File: config.mk
export PLATFORM = sky130hd
export DESIGN_NAME = rx_char_queue
export DESIGN_NICKNAME = d
export VERILOG_FILES = /design/src/rtl/rxq_pkg.sv /design/src/rtl/rxq_hold_stage.sv /design/src/rtl/rxq_ring.sv /design/src/rtl/rxq_irq_gen.sv /design/src/rtl/rx_char_queue.sv
export SDC_FILE = /design/constraint.sdc
export NUM_CORES = 1
export LEC_CHECK = 0
export ABC_CLOCK_PERIOD_IN_PS = 4700
export BUFFER_PORTS_ARGS = -buffer_cell sky130_fd_sc_hd__buf_2
export CORE_ASPECT_RATIO = 2
export CORE_MARGIN = 5
export CORE_UTILIZATION = 63
export DETAILED_ROUTE_END_ITERATION = 10
export HOLD_SLACK_MARGIN = 0.08
export PLACE_DENSITY = 0.84
export SYNTH_ARGS = -nofsm -noshare
export SYNTH_HDL_FRONTEND = slang
export SYNTH_SLANG_ARGS = --single-unit
File: constraint.sdc
create_clock -name clk -period 4.7 [get_ports clk]
set_input_delay 0.235 -clock clk [delete_from_list [all_inputs] [get_ports clk]]
set_output_delay 0.235 -clock clk [all_outputs]
set_load 0.005 [all_outputs]
File: src/rtl/rxq_pkg.sv
// Package rxq_pkg
// Shared definitions for the receive character queue: interrupt mode
// encoding and the layout of a stored word {ferr, perr, data}.
package rxq_pkg;

    // Interrupt select encoding; the values are decoded from the irq_sel port.
    typedef enum logic [1:0] {
        IRQ_EACH_LO = 2'b00,
        IRQ_EACH_HI = 2'b01,
        IRQ_LEVEL3  = 2'b10,
        IRQ_FULL    = 2'b11
    } irq_mode_e;

    // Bit offsets of the error flags inside a stored word of width w.
    function automatic int ferr_bit(input int w);
        return w - 1;
    endfunction

    function automatic int perr_bit(input int w);
        return w - 2;
    endfunction

endpackage

File: src/rtl/rxq_hold_stage.sv
// Module rxq_hold_stage
// Single-character holding stage between the deserializer and the buffer.
// Accepts a completed character when it is empty or empties on the same
// edge, hands it to the buffer whenever a slot exists (including a slot
// freed by a read on the same edge), and raises a sticky overrun flag when
// a character arrives with nowhere to go.
// Assumes: chr_valid and ovf_clr are single-cycle pulses.
module rxq_hold_stage #(
    parameter int WORD_W = 10
) (
    input  logic              clk,
    input  logic              rst_n,
    input  logic              chr_valid,
    input  logic [WORD_W-1:0] chr_word,
    input  logic              buf_full,
    input  logic              rd_pop,
    input  logic              ovf_clr,
    output logic [WORD_W-1:0] hold_word,
    output logic              hold_full,
    output logic              xfer,
    output logic              ovf_flag
);

    logic hold_busy;
    logic accept;
    logic ovr_set;

    // Transfer decision: stage occupied and the buffer has or gains a slot.
    always_comb begin
        xfer      = hold_full && (!buf_full || rd_pop);
        hold_busy = hold_full && !xfer;
        accept    = chr_valid && !ovf_flag && !hold_busy;
        ovr_set   = chr_valid && !ovf_flag && hold_busy;
    end

    // Holding register: load on accept, empty on transfer.
    always_ff @(posedge clk) begin
        if (!rst_n) begin
            hold_full <= 1'b0;
            hold_word <= '0;
        end else if (accept) begin
            hold_full <= 1'b1;
            hold_word <= chr_word;
        end else if (xfer) begin
            hold_full <= 1'b0;
        end
    end

    // Sticky overrun flag; the clear pulse has priority over a set.
    always_ff @(posedge clk) begin
        if (!rst_n) begin
            ovf_flag <= 1'b0;
        end else if (ovf_clr) begin
            ovf_flag <= 1'b0;
        end else if (ovr_set) begin
            ovf_flag <= 1'b1;
        end
    end

endmodule

File: src/rtl/rxq_ring.sv
// Module rxq_ring
// Circular word buffer with a fill counter. Pops only when non-empty;
// when empty, the head shows the slot just behind the read pointer, which
// holds the last word popped (zero after reset), so an empty read leaves
// the head unchanged.
// Assumes: DEPTH is a power of two and at least 2; the writer only writes
// when a slot exists (guaranteed by the holding stage).
module rxq_ring #(
    parameter int WORD_W = 10,
    parameter int DEPTH  = 4
) (
    input  logic                       clk,
    input  logic                       rst_n,
    input  logic                       xfer,
    input  logic [WORD_W-1:0]          wr_word,
    input  logic                       rd_en,
    output logic [WORD_W-1:0]          head_word,
    output logic [$clog2(DEPTH+1)-1:0] fill_cnt,
    output logic [$clog2(DEPTH+1)-1:0] cnt_after,
    output logic                       buf_full,
    output logic                       rd_pop
);

    localparam int PTR_W = $clog2(DEPTH);
    localparam int CNT_W = $clog2(DEPTH+1);

    logic [WORD_W-1:0] mem [DEPTH];
    logic [PTR_W-1:0]  wr_ptr;
    logic [PTR_W-1:0]  rd_ptr;
    logic [PTR_W-1:0]  rd_ptr_prev;
    logic [DEPTH-1:0]  slot_we;

    // Per-slot write enable decoded from the write pointer.
    for (genvar i = 0; i < DEPTH; i++) begin : g_slot_we
        assign slot_we[i] = xfer && (wr_ptr == PTR_W'(i));
    end

    // Pop qualification and the fill level after this edge.
    always_comb begin
        rd_pop   = rd_en && (fill_cnt != '0);
        buf_full = (fill_cnt == CNT_W'(DEPTH));
        case ({xfer, rd_pop})
            2'b10:   cnt_after = fill_cnt + CNT_W'(1);
            2'b01:   cnt_after = fill_cnt - CNT_W'(1);
            default: cnt_after = fill_cnt;
        endcase
    end

    // Head selection: live head when non-empty, last popped word otherwise.
    always_comb begin
        rd_ptr_prev = rd_ptr - PTR_W'(1);
        head_word   = (fill_cnt == '0) ? mem[rd_ptr_prev] : mem[rd_ptr];
    end

    // Storage slots, cleared on reset so the idle head reads zero.
    always_ff @(posedge clk) begin
        for (int i = 0; i < DEPTH; i++) begin
            if (!rst_n) begin
                mem[i] <= '0;
            end else if (slot_we[i]) begin
                mem[i] <= wr_word;
            end
        end
    end

    // Pointers and fill counter.
    always_ff @(posedge clk) begin
        if (!rst_n) begin
            wr_ptr   <= '0;
            rd_ptr   <= '0;
            fill_cnt <= '0;
        end else begin
            if (xfer)   wr_ptr <= wr_ptr + PTR_W'(1);
            if (rd_pop) rd_ptr <= rd_ptr + PTR_W'(1);
            fill_cnt <= cnt_after;
        end
    end

endmodule

File: src/rtl/rxq_irq_gen.sv
// Module rxq_irq_gen
// Receive interrupt pulse generator. Registers a one-cycle pulse after a
// transfer edge whose resulting fill level matches the selected mode.
// Assumes: cnt_after is the fill level after the current edge.
module rxq_irq_gen #(
    parameter int DEPTH = 4
) (
    input  logic                       clk,
    input  logic                       rst_n,
    input  logic                       xfer,
    input  logic [$clog2(DEPTH+1)-1:0] cnt_after,
    input  logic [1:0]                 irq_sel,
    output logic                       irq_pulse
);
    import rxq_pkg::*;

    localparam int CNT_W = $clog2(DEPTH+1);

    logic      level_hit;
    irq_mode_e mode;

    // Mode decode: compare the post-transfer level with the threshold.
    always_comb begin
        mode = irq_mode_e'(irq_sel);
        case (mode)
            IRQ_LEVEL3: level_hit = (cnt_after == CNT_W'(DEPTH - 1));
            IRQ_FULL:   level_hit = (cnt_after == CNT_W'(DEPTH));
            default:    level_hit = 1'b1;
        endcase
    end

    // Pulse register.
    always_ff @(posedge clk) begin
        if (!rst_n) begin
            irq_pulse <= 1'b0;
        end else begin
            irq_pulse <= xfer && level_hit;
        end
    end

endmodule

File: src/rtl/rx_char_queue.sv
// Module rx_char_queue
// Receive-side character queue of a serial port: a holding stage feeding a
// DEPTH-word buffer, per-word error flags, a sticky overrun flag and a
// fill-threshold interrupt pulse.
// Assumes: chr_valid, ovf_clr and rd_en are synchronous to clk; DEPTH is a
// power of two, at least 2.
module rx_char_queue #(
    parameter int DATA_W = 8,
    parameter int DEPTH  = 4
) (
    input  logic              clk,
    input  logic              rst_n,
    input  logic              chr_valid,
    input  logic [DATA_W-1:0] chr_data,
    input  logic              chr_ferr,
    input  logic              chr_perr,
    input  logic              rd_en,
    output logic [DATA_W-1:0] head_data,
    output logic              head_ferr,
    output logic              head_perr,
    output logic              data_avail,
    output logic              ovf_flag,
    input  logic              ovf_clr,
    input  logic [1:0]        irq_sel,
    output logic              irq_pulse
);
    import rxq_pkg::*;

    localparam int WORD_W = DATA_W + 2;
    localparam int CNT_W  = $clog2(DEPTH+1);
    localparam int FE_B   = ferr_bit(WORD_W);
    localparam int PE_B   = perr_bit(WORD_W);

    logic [WORD_W-1:0] in_word;
    logic [WORD_W-1:0] hold_word;
    logic [WORD_W-1:0] head_word;
    logic              hold_full;
    logic              xfer;
    logic              buf_full;
    logic              rd_pop;
    logic [CNT_W-1:0]  fill_cnt;
    logic [CNT_W-1:0]  cnt_after;

    // Pack the incoming character with its error flags.
    assign in_word = {chr_ferr, chr_perr, chr_data};

    rxq_hold_stage #(.WORD_W(WORD_W)) u_hold (
        .clk       (clk),
        .rst_n     (rst_n),
        .chr_valid (chr_valid),
        .chr_word  (in_word),
        .buf_full  (buf_full),
        .rd_pop    (rd_pop),
        .ovf_clr   (ovf_clr),
        .hold_word (hold_word),
        .hold_full (hold_full),
        .xfer      (xfer),
        .ovf_flag  (ovf_flag)
    );

    rxq_ring #(.WORD_W(WORD_W), .DEPTH(DEPTH)) u_ring (
        .clk       (clk),
        .rst_n     (rst_n),
        .xfer      (xfer),
        .wr_word   (hold_word),
        .rd_en     (rd_en),
        .head_word (head_word),
        .fill_cnt  (fill_cnt),
        .cnt_after (cnt_after),
        .buf_full  (buf_full),
        .rd_pop    (rd_pop)
    );

    rxq_irq_gen #(.DEPTH(DEPTH)) u_irq (
        .clk       (clk),
        .rst_n     (rst_n),
        .xfer      (xfer),
        .cnt_after (cnt_after),
        .irq_sel   (irq_sel),
        .irq_pulse (irq_pulse)
    );

    // Unpack the head word and derive the availability flag.
    always_comb begin
        head_data  = head_word[DATA_W-1:0];
        head_ferr  = head_word[FE_B];
        head_perr  = head_word[PE_B];
        data_avail = (fill_cnt != '0);
    end

endmodule

==> run metrics, run 1 <==
Die ar. roughly 0.0065 sq mm; CTS root buf clkbuf_8; largest net degree at the start of global routing 42; GR Overflow Total 0; clock skew approximately 7.6 ps; met3 Use GR 0.0458; Netlist cell types 35; row cnt 36; global-route wire length before repair 10400 microns; syn_nets around 280; PortBufs 29; CTS Buffer Depth 2; clock buffer count from CTS 9; Synth Flop Type edfxtp_1; FMAX about 0.32 GHz; syn avg cell area 11.9 sq um; Area growth, synth to finish 11.3%; Die Y roughly 110 microns; Syn Std Cell Area approximately 0.0031 sq mm; H-tree depth 3; worst min path class primary input to flop; drt drc 0; register bit total from synthesis 62; part of the cycle the worst path needs 0.674; overall power 0.00137 W; Gate Count Post-Synth 261; busiest grt layer met2; RSZ-0062 raised after global routing no; met1 Resource Use GR 0.247; WL final between 6000 and 7000 microns; register area share after synthesis 0.526; Final ANT Viol Nets 0; Leak around 1.5 nW; initial antenna violation count 0; fin crit period between 3000 and 4000 ps; startpoint types flop; Hold Violations, Final 0; number of synthesized flops with an enable pin 40; Clock Sinks just over 60; crit path max fanout 13; Starting Density 0.641; ANT cells 0; synthesis warning total 0; final setup violation count 0; DR vias roughly 2100; Finished Layout Cells roughly 350; status finished clean; slew of the pin with the lowest slew margin about 1000 ps; All-Layer GR Usage 0.219; met2 usage 0.389; dpl hpwl 4580 microns; CTS tree built; drt via density 6.06; Skew-Pair Late Insertion Delay about 330 ps; First-pass DRT Iterations 4; Placed Instances between 300 and 400; worst vdd ir 0.000339 V; CP Class flop to flop; io pins 30; Critical Path Sink Type flop; WP data arrival between 3000 and 4000 ps; initial DRC count about 110; WL per Instance 18.1 microns; Slew Viols, Final 0; Die Width roughly 60 microns; RePlAce Congestion 0.913; layout cells sized above 1 0.233; max-cap violations 0; Final #Nets ~310; Slew headroom 0.323; commonest non-fill, non-tap cells in the layout 41 x nand2_1, 41 x and3_1, 40 x edfxtp_1; area of the core 0.00486 sq mm; Synth async-reset ratio 0; vias in the first global route between 2000 and 2500; worst endpoint required time 4960 ps; Setup TNS 0 ps; CTS clock-pin slew for the worst setup and hold paths 70 ps; Pwr Density between 300 and 400 mW/mm^2
[cell type report]
type,count,area (sq um)
clock buffer,13,180
fill,340,1400
inverter,6,22.5
multi-input combinational,171,1360
sequential,62,1640
tap,57,71.3
timing repair buffer,33,180
clock inverter,3,15.0
[sequential cells by signal (all words and copies together) (netlist names), named ones only]
register / flops
u_ring.mem: 40
u_hold.hold_word: 10
u_ring.fill_cnt: 3
u_ring.rd_ptr: 2
u_ring.wr_ptr: 2
u_hold.hold_full: 1
u_hold.ovf_flag: 1
u_irq.irq_pulse: 1
[cell families (layout without fill, tap and decap cells)]
kind of cell               after synthesis  after routing  share of synthesized area
and+or+nand+nor                        118            118                      0.191
muxes                                   33             33                      0.186
AOI/OAI and AO/OA                       11             11                     0.0245
adders and majority gates                5              5                     0.0225
DFF                                     62             62                      0.526
xor gates and xnor gates                 4              4                     0.0112
buffers and inverters                   28             55                     0.0377
[cell usage after synthesis, types with 2 or more instances]
library cell   n  share of area
nand3_1        3         0.0048
nor3_1         2         0.0032
a21oi_1        2         0.0032
ha_1           4          0.016
edfxtp_1      40           0.39
and2_1         2         0.0040
mux2i_1       13          0.042
mux4_2        20           0.14
clkbuf_1      13          0.016
dfxtp_1       22           0.14
or3b_1         2         0.0056
nor2_1        19          0.023
inv_1          5         0.0060
and3_1        41          0.082
xnor2_1        2         0.0056
buf_2          7          0.011
xor2_1         2         0.0056
nor2b_1        2         0.0040
o211ai_1       2         0.0048
a31oi_1        2         0.0040
nand2_1       41          0.049
nand2b_1       2         0.0040
[power by group]
part	internal [W]	total, W	switching [W]	leakage, nW
Sequential	0.000613	0.000670	0.0000567	0.597
Clock	0.000250	0.000440	0.000191	0.104
Combinational	0.000130	0.000258	0.000127	0.816
[path summary, 6_finish.rpt]
check,to,start,depth (start not counted),slack [ps]
max,u_irq.irq_pulse$_SDFF_PN0_,u_ring.fill_cnt[0]$_SDFF_PN0_,11,1530
min,u_hold.hold_word[0]$_SDFFE_PN0P_,chr_data[0],3,130
max reg2reg,u_irq.irq_pulse$_SDFF_PN0_,u_ring.fill_cnt[0]$_SDFF_PN0_,11,1530
min reg2reg,u_hold.hold_word[4]$_SDFFE_PN0P_,u_hold.hold_word[4]$_SDFFE_PN0P_,2,550
[metrics by stage]
step	utilization	area (sq um)	worst slack (ps)	hold WS, ps
after detailed placement	0.669	3250	1600	410
final	0.713	3470	1530	135
after global routing	0.713	3470	1290	148
after CTS	0.713	3470	1570	125
after floorplan	-	3120	2130	312
after global placement	0.669	3250	1690	398
[layer usage]
| layer | vias up | share of wire | wire [microns] |
|---|---|---|---|
| met5 | - | 0 | 0 |
| met2 | 60 | 0.57 | 3590 |
| met4 | 0 | 0.020 | 125 |
| met1 | 1021 | 0.36 | 2280 |
| li1 | 999 | - | - |
| met3 | 11 | 0.041 | 254 |
[timing repair]
| item | in CTS | in global routing |
|---|---|---|
| buffers inserted | 0 | 0 |
| hold buffers | 2 | 0 |
| gates resized for setup | 0 | 0 |
| hold endpoints to repair | 2 | 0 |
[worst max-delay path, stage by stage, from the launching register on]
cell and delay [ps]:
dfxtp_1 420, nor3_1 310, buf_4 240, inv_1 210, nand2_1 170, nor2_1 70
fa_1 430, or3b_1 360, nand3_1 90, o211ai_1 130, or4_1 510, a31oi_1 160
No activity file was read; power rests on OpenSTA's default activity.
==> inputs of run 2 (changes only) <==
--- a/config.mk
+++ b/config.mk
@@ -5,14 +5,14 @@
 export SDC_FILE = /design/constraint.sdc
 export NUM_CORES = 1
 export LEC_CHECK = 0
-export ABC_CLOCK_PERIOD_IN_PS = 4700
+export ABC_CLOCK_PERIOD_IN_PS = 3000
 export BUFFER_PORTS_ARGS = -buffer_cell sky130_fd_sc_hd__buf_2
 export CORE_ASPECT_RATIO = 2
 export CORE_MARGIN = 5
-export CORE_UTILIZATION = 63
+export CORE_UTILIZATION = 59
 export DETAILED_ROUTE_END_ITERATION = 10
 export HOLD_SLACK_MARGIN = 0.08
-export PLACE_DENSITY = 0.84
+export PLACE_DENSITY = 0.79
 export SYNTH_ARGS = -nofsm -noshare
 export SYNTH_HDL_FRONTEND = slang
 export SYNTH_SLANG_ARGS = --single-unit
==> constraint.sdc (replaced) <==
create_clock -name clk -period 3 [get_ports clk]
set_input_delay 0.15 -clock clk [delete_from_list [all_inputs] [get_ports clk]]
set_output_delay 0.15 -clock clk [all_outputs]
set_load 0.005 [all_outputs]
==> run metrics, run 2 (same netlist as run 1, synthesis figures left out) <==
status finished clean; hold_buf cts 12 (+10); Finished Layout Cells 362 (+4.9%); cell area after layout 0.00360 sq mm (+3.8%); vias in the first global route 2259 (+8.3%); Skew-Pair Late Insertion Delay 330 ps (about the same); CTS Buffer Depth 2 (unchanged); global-route wire length before repair 10900 microns (+4.4%); worst min path class primary input to flop; Multi-input gate area 0.00136 sq mm (unchanged); PortBufs 29 (unchanged); hold-critical path endpoint u_irq.irq_pulse$_SDFF_PN0_; Post-CTS Setup Inserts 0 (unchanged); First-pass DRT Iterations 4 (unchanged); initial DRC count 131 (+20%); GR Overflow Total 0 (unchanged); Cell Int Power 0.00155 W (+57%); Area growth, synth to finish 15.5%; Placed Instances 334 (+2.1%); area of the core 0.00514 sq mm (+5.6%); clock buffer count from CTS 9 (unchanged); CTS root buf clkbuf_8; CTS tree built; initial antenna violation count 0 (unchanged); Pwr Density 589 mW/mm^2 (+49%); max-cap violations 0 (unchanged); clock skew 4.48 ps (-3.10 ps); DR vias 2086 (-0.24%); Starting Density 0.607 (-0.0342); io pins 30 (unchanged); RSZ-0062 raised after global routing no; sequential share of power 0.488 (-0.002); final setup violation count 0 (unchanged); All-Layer GR Usage 0.212 (-0.00657); Fin Hold WS 94.3 ps (-40.6 ps); slew of the pin with the lowest slew margin 792 ps (-224 ps); crit path max fanout 10 (-3); CTS clock-pin slew for the worst setup and hold paths 60 ps (about the same); Logic pwr share 0.208 (+0.020); sw frac 0.267 (-0.00691); part of the cycle the worst path needs 0.869 (+0.195); Leak 1.58 nW (+4.0%); dpl hpwl 4470 microns (-2.5%); Worst Hold Depth 3 (unchanged); CP Class flop to flop; fin crit period 2610 ps (-559 ps); Die Width 61.4 microns (+2.8%); final worst setup slack 393 ps (-1140 ps); WL final 6080 microns (-2.8%); worst vdd ir 0.000427 V (+26%); Slew Viols, Final 0 (unchanged); layout cells sized above 1 0.230 (-0.00238); Setup TNS 0 ps (unchanged); Clock Sinks 62 (unchanged); Hold Crit Start irq_sel[0]; Largest register FFs 40 (unchanged); H-tree depth 3 (unchanged); worst endpoint required time 3260 ps (-1700 ps); WL per Instance 16.8 microns (-7.3%); WP data arrival 2870 ps (-560 ps); drt drc 0 (unchanged); FMAX 0.384 GHz (+21%); Worst R2R Start u_ring.fill_cnt[2]$_SDFF_PN0_; CTS resizes 0 (unchanged); Fill cells 382 (+12%); startpoint types flop; Reg2Reg Depth 10 (-1); Final #Nets 321 (+5.2%); commonest non-fill, non-tap cells in the layout 41 x nand2_1, 41 x and3_1, 40 x edfxtp_1; Clk pwr share 0.304 (-0.018); Critical Path Sink Type flop; Post-DP Area 0.00330 sq mm (+1.4%); Slew headroom 0.471 (+0.149); RePlAce Congestion 0.739 (-19%); drt via density 5.76 (-4.9%); Register Area 0.00164 sq mm (unchanged); Largest Register u_ring.mem; biggest registers after layout u_ring.mem: 40 flops, u_hold.hold_word: 10 flops, u_ring.fill_cnt: 3 flops; Critical R2R Capture u_irq.irq_pulse$_SDFF_PN0_; r2r setup slk 390 ps (-1140 ps); Hold Violations, Final 0 (unchanged); P_sw 0.000566 W (+51%); Die Y 113 microns (+3.0%); Final ANT Viol Nets 0 (unchanged); largest net degree at the start of global routing 42 (unchanged); Die ar. 0.00693 sq mm (+5.9%); ANT cells 0 (unchanged); worst slack at placement 377 ps (-1220 ps); row cnt 37 (+2.8%)
## run 2: stage by stage
stage	utilization	power [W]
after global routing	0.701	0.00225
final	0.701	0.00212
after global placement	0.642	0.00147
after floorplan	-	0.00133
after CTS	0.701	0.00214
after detailed placement	0.642	0.00149
## run 2: metal layers
| layer | part of all wire | up-vias | wire length (microns) | GRT usage |
|---|---|---|---|---|
| li1 | - | 1030 | - | - |
| met1 | 0.38 | 993 | 2290 | 0.242 |
| met2 | 0.55 | 47 | 3350 | 0.358 |
| met3 | 0.043 | 16 | 260 | 0.0457 |
| met4 | 0.029 | 0 | 178 | 0.109 |
| met5 | 0 | - | 0 | 0 |
## run 2: worst max-delay path by stage
| stage | startpoint | slack [ps] | depth (start not counted) | to |
|---|---|---|---|---|
| detailed placement | u_ring.fill_cnt[2]$_SDFF_PN0_ | 380 | 10 | u_irq.irq_pulse$_SDFF_PN0_ |
| global placement | u_ring.fill_cnt[2]$_SDFF_PN0_ | 500 | 10 | u_irq.irq_pulse$_SDFF_PN0_ |
| floorplan | u_ring.fill_cnt[0]$_SDFF_PN0_ | 430 | 11 | u_irq.irq_pulse$_SDFF_PN0_ |
| global route | u_ring.fill_cnt[2]$_SDFF_PN0_ | 150 | 10 | u_irq.irq_pulse$_SDFF_PN0_ |
| finish | u_ring.fill_cnt[2]$_SDFF_PN0_ | 390 | 10 | u_irq.irq_pulse$_SDFF_PN0_ |
| CTS | u_ring.fill_cnt[2]$_SDFF_PN0_ | 370 | 10 | u_irq.irq_pulse$_SDFF_PN0_ |
## run 2: critical path, stage by stage (launching register included)
cell and delay, ps:
dfxtp_1 390, nor3_1 230, inv_1 90, nand2_1 110, nor2_1 60, fa_1 400, or3b_1 370, nand3_1 100
o211ai_1 130, or4_1 520, a31oi_1 160
## run 2: power by group through the flow
stage / sequential (W) / clock [W] / combinational [W]
detailed placement: 0.00105 / 0 / 0.000434
floorplan: 0.00100 / 0 / 0.000332
finish: 0.00103 / 0.000645 / 0.000442
CTS: 0.00104 / 0.000653 / 0.000447
global placement: 0.00105 / 0 / 0.000424
global route: 0.00105 / 0.000707 / 0.000497
## run 2: final cells by class
| type | instances | share of cell area |
|---|---|---|
| Inverter | 6 | 0.00625 |
| Clock buffer | 15 | 0.0490 |
| Clock inverter | 1 | 0.00104 |
| Multi-Input combinational cell | 171 | 0.377 |
| Sequential cell | 62 | 0.456 |
| Tap cell | 58 | 0.0202 |
| Timing Repair Buffer | 49 | 0.0903 |
==> inputs of run 3 (changes only) <==
--- a/config.mk
+++ b/config.mk
@@ -8,11 +8,11 @@
 export ABC_CLOCK_PERIOD_IN_PS = 3000
 export BUFFER_PORTS_ARGS = -buffer_cell sky130_fd_sc_hd__buf_2
 export CORE_ASPECT_RATIO = 2
-export CORE_MARGIN = 5
 export CORE_UTILIZATION = 59
 export DETAILED_ROUTE_END_ITERATION = 10
 export HOLD_SLACK_MARGIN = 0.08
 export PLACE_DENSITY = 0.79
 export SYNTH_ARGS = -nofsm -noshare
 export SYNTH_HDL_FRONTEND = slang
+export SYNTH_HIERARCHICAL = 1
 export SYNTH_SLANG_ARGS = --single-unit
==> run metrics, run 3 <==
Synth Flop Type edfxtp_1; CP Class flop to flop; Setup TNS 0 ps (unchanged); clock buffer count from CTS 9 (unchanged); First-pass DRT Iterations 4 (unchanged); register area share after synthesis 0.519 (-0.00709); overall power 0.00273 W (+29%); Reg2Reg Depth 13 (+3); top-count cell post-synth and2_1; fin crit period 2780 ps (+171 ps); Worst Hold Depth 3 (unchanged); CTS Buffer Depth 2 (unchanged); RePlAce Congestion 0.814 (+10%); Synth top area share 0.380 (-0.00519); drt via density 5.86 (+1.7%); Skew-Pair Late Insertion Delay 340 ps (about the same); part of the cycle the worst path needs 0.926 (+0.0571); clock skew 8.53 ps (+4.05 ps); worst vdd ir 0.000535 V (+25%); Leak 1.50 nW (-5.0%); Post-CTS Setup Inserts 0 (unchanged); Multi-input gate area 0.00142 sq mm (+4.3%); Cell Int Power 0.00196 W (+26%); PortBufs 29 (unchanged); max-cap violations 0 (unchanged); CTS tree built; Die Width 53.8 microns (-12%); Slew Viols, Final 0 (unchanged); syn_nets 254 (-10%); Die ar. 0.00567 sq mm (-18%); Largest register FFs 40 (unchanged); area leader, netlist edfxtp_1; status finished clean; most common cell after layout, fill and taps aside and2_1; H-tree depth 3 (unchanged); Die Y 106 microns (-6.5%); sw frac 0.283 (+0.0159); Netlist cell types 35 (unchanged); RSZ-0062 raised after global routing no; WP data arrival 3040 ps (+170 ps); DR vias 1999 (-4.2%); Slew headroom 0.441 (-0.0303); worst min path class primary input to flop; Clock Sinks 62 (unchanged); Register Area 0.00164 sq mm (about the same); startpoint types flop; Critical Path Sink Type flop; largest net degree at the start of global routing 30 (-29%); FMAX 0.360 GHz (-6.2%); WL final 6450 microns (+6.1%); Synth async-reset ratio 0 (unchanged); Logic pwr share 0.285 (+0.077); Clk pwr share 0.300 (-0.004); CTS clock-pin slew for the worst setup and hold paths 60 ps (about the same); top cells by area, synth edfxtp_1 38%, dfxtp_1 14%, and2_1 8.3%; final setup violation count 0 (unchanged); Fill cells 341 (-11%); initial DRC count 84 (-36%); Hold Violations, Final 0 (unchanged); sequential share of power 0.416 (-0.072); CTS root buf clkbuf_8; Final #Nets 301 (-6.2%); global-route wire length before repair 10000 microns (-7.5%); WL per Instance 18.9 microns (+13%); Commonest cells post-synth 42 x and2_1, 40 x edfxtp_1, 30 x nand2_1; commonest non-fill, non-tap cells in the layout 42 x and2_1, 40 x edfxtp_1, 30 x nand2_1; slew of the pin with the lowest slew margin 837 ps (+45.4 ps); register bit total from synthesis 62 (unchanged); P_sw 0.000773 W (+37%); Syn Std Cell Area 0.00316 sq mm (+1.4%); area of the core 0.00514 sq mm (unchanged); Largest Register u_ring/mem; synthesis warning total 6 (+6); r2r setup slk 220 ps (-170 ps); final worst setup slack 222 ps (-171 ps); Post-DP Area 0.00332 sq mm (+0.57%); Final ANT Viol Nets 0 (unchanged); crit path max fanout 6 (-4); All-Layer GR Usage 0.263 (+0.0505); drt drc 0 (unchanged); GR Overflow Total 0 (unchanged); biggest registers after layout u_ring/mem: 40 flops, u_hold/hold_word: 10 flops, u_ring/fill_cnt: 3 flops; ANT cells 0 (unchanged); worst endpoint required time 3270 ps (about the same); vias in the first global route 2146 (-5.0%); Area growth, synth to finish 16.5%; initial antenna violation count 0 (unchanged); Pwr Density 743 mW/mm^2 (+26%); layout cells sized above 1 0.251 (+0.0206); dpl hpwl 4250 microns (-4.9%); io pins 30 (unchanged); Starting Density 0.615 (+0.00828); cell area after layout 0.00368 sq mm (+2.2%); Gate Count Post-Synth 231 (-11%); syn avg cell area 13.7 sq um (+15%); row cnt 37 (unchanged); worst slack at placement 98.0 ps (-279 ps); number of synthesized flops with an enable pin 40 (unchanged)
-- run 3: cell types whose count changed after synthesis, moves of 3 or more --
cell	before	now
nand2_1	41	30
mux4_2	20	10
mux2_2	0	10
clkbuf_1	13	3
inv_1	5	8
mux4_1	0	10
buf_2	7	0
and2_1	2	42
and3_1	41	1
nand3_1	3	0
nor2_1	19	9
-- run 3: repair_timing --
action                     4_1_cts  5_1_grt
setup endpoints to repair        0        1
gates resized for setup          0        4
hold endpoints to repair        12        0
hold buffers                    12        0
-- run 3: path summary, 6_finish.rpt --
kind	start	end
hold / removal	irq_sel[0]	u_irq/irq_pulse$_SDFF_PN0_
setup / recovery	u_ring/fill_cnt[0]$_SDFF_PN0_	u_irq/irq_pulse$_SDFF_PN0_
hold reg to reg	u_hold/hold_word[2]$_SDFFE_PN0P_	u_hold/hold_word[2]$_SDFFE_PN0P_
setup reg to reg	u_ring/fill_cnt[0]$_SDFF_PN0_	u_irq/irq_pulse$_SDFF_PN0_
-- run 3: logic make-up after synthesis --
family,after synthesis,synth area share
buffers and inverters,17,0.0364
AO/OA/AOI/OAI,8,0.0166
AND/OR/NAND/NOR,91,0.160
XOR/XNOR,5,0.0139
adder cells (fa/ha/maj),6,0.0261
multiplexers,42,0.228
flip-flops,62,0.519
-- run 3: power groups by stage --
stage | sequential (W) | clock (W) | combinational [W]
floorplan | 0.00106 | 0 | 0.000623
global placement | 0.00114 | 0 | 0.000739
detailed placement | 0.00115 | 0 | 0.000758
CTS | 0.00113 | 0.000828 | 0.000771
global route | 0.00115 | 0.000860 | 0.000853
finish | 0.00114 | 0.000819 | 0.000778
-- run 3: worst max-delay path, cell delays in order (launching register included) --
cell	delay (ps)
dfxtp_2	370
o31ai_4	290
inv_1	120
inv_1	70
a21boi_0	100
inv_1	70
ha_1	180
inv_1	60
fa_1	370
xor2_1	160
o21ai_1	160
nand2_1	100
or4bb_1	490
a31oi_1	180
-- run 3: through the flow --
step                utilization  std cells  hold slack (ps)
finish                    0.716        341              136
global route              0.716        341              129
CTS                       0.713        341              107
detailed placement        0.646        313              316
global placement          0.646        313              310
floorplan                     -        231              226
-- run 3: cell type report --
class,instances,area share
inverter,9,0.00918
sequential,62,0.446
clock inverter,3,0.0184
timing repair buffer,44,0.0782
tap,58,0.0197
clock buffer,13,0.0432
multi-input combinational,152,0.385
-- run 3: metal layers --
layer	vias to the layer above	share of wire	track usage
met3	15	0.035	0.0577
met2	58	0.56	0.445
met1	992	0.38	0.276
li1	934	-	-
met5	-	0	0
met4	0	0.024	0.160
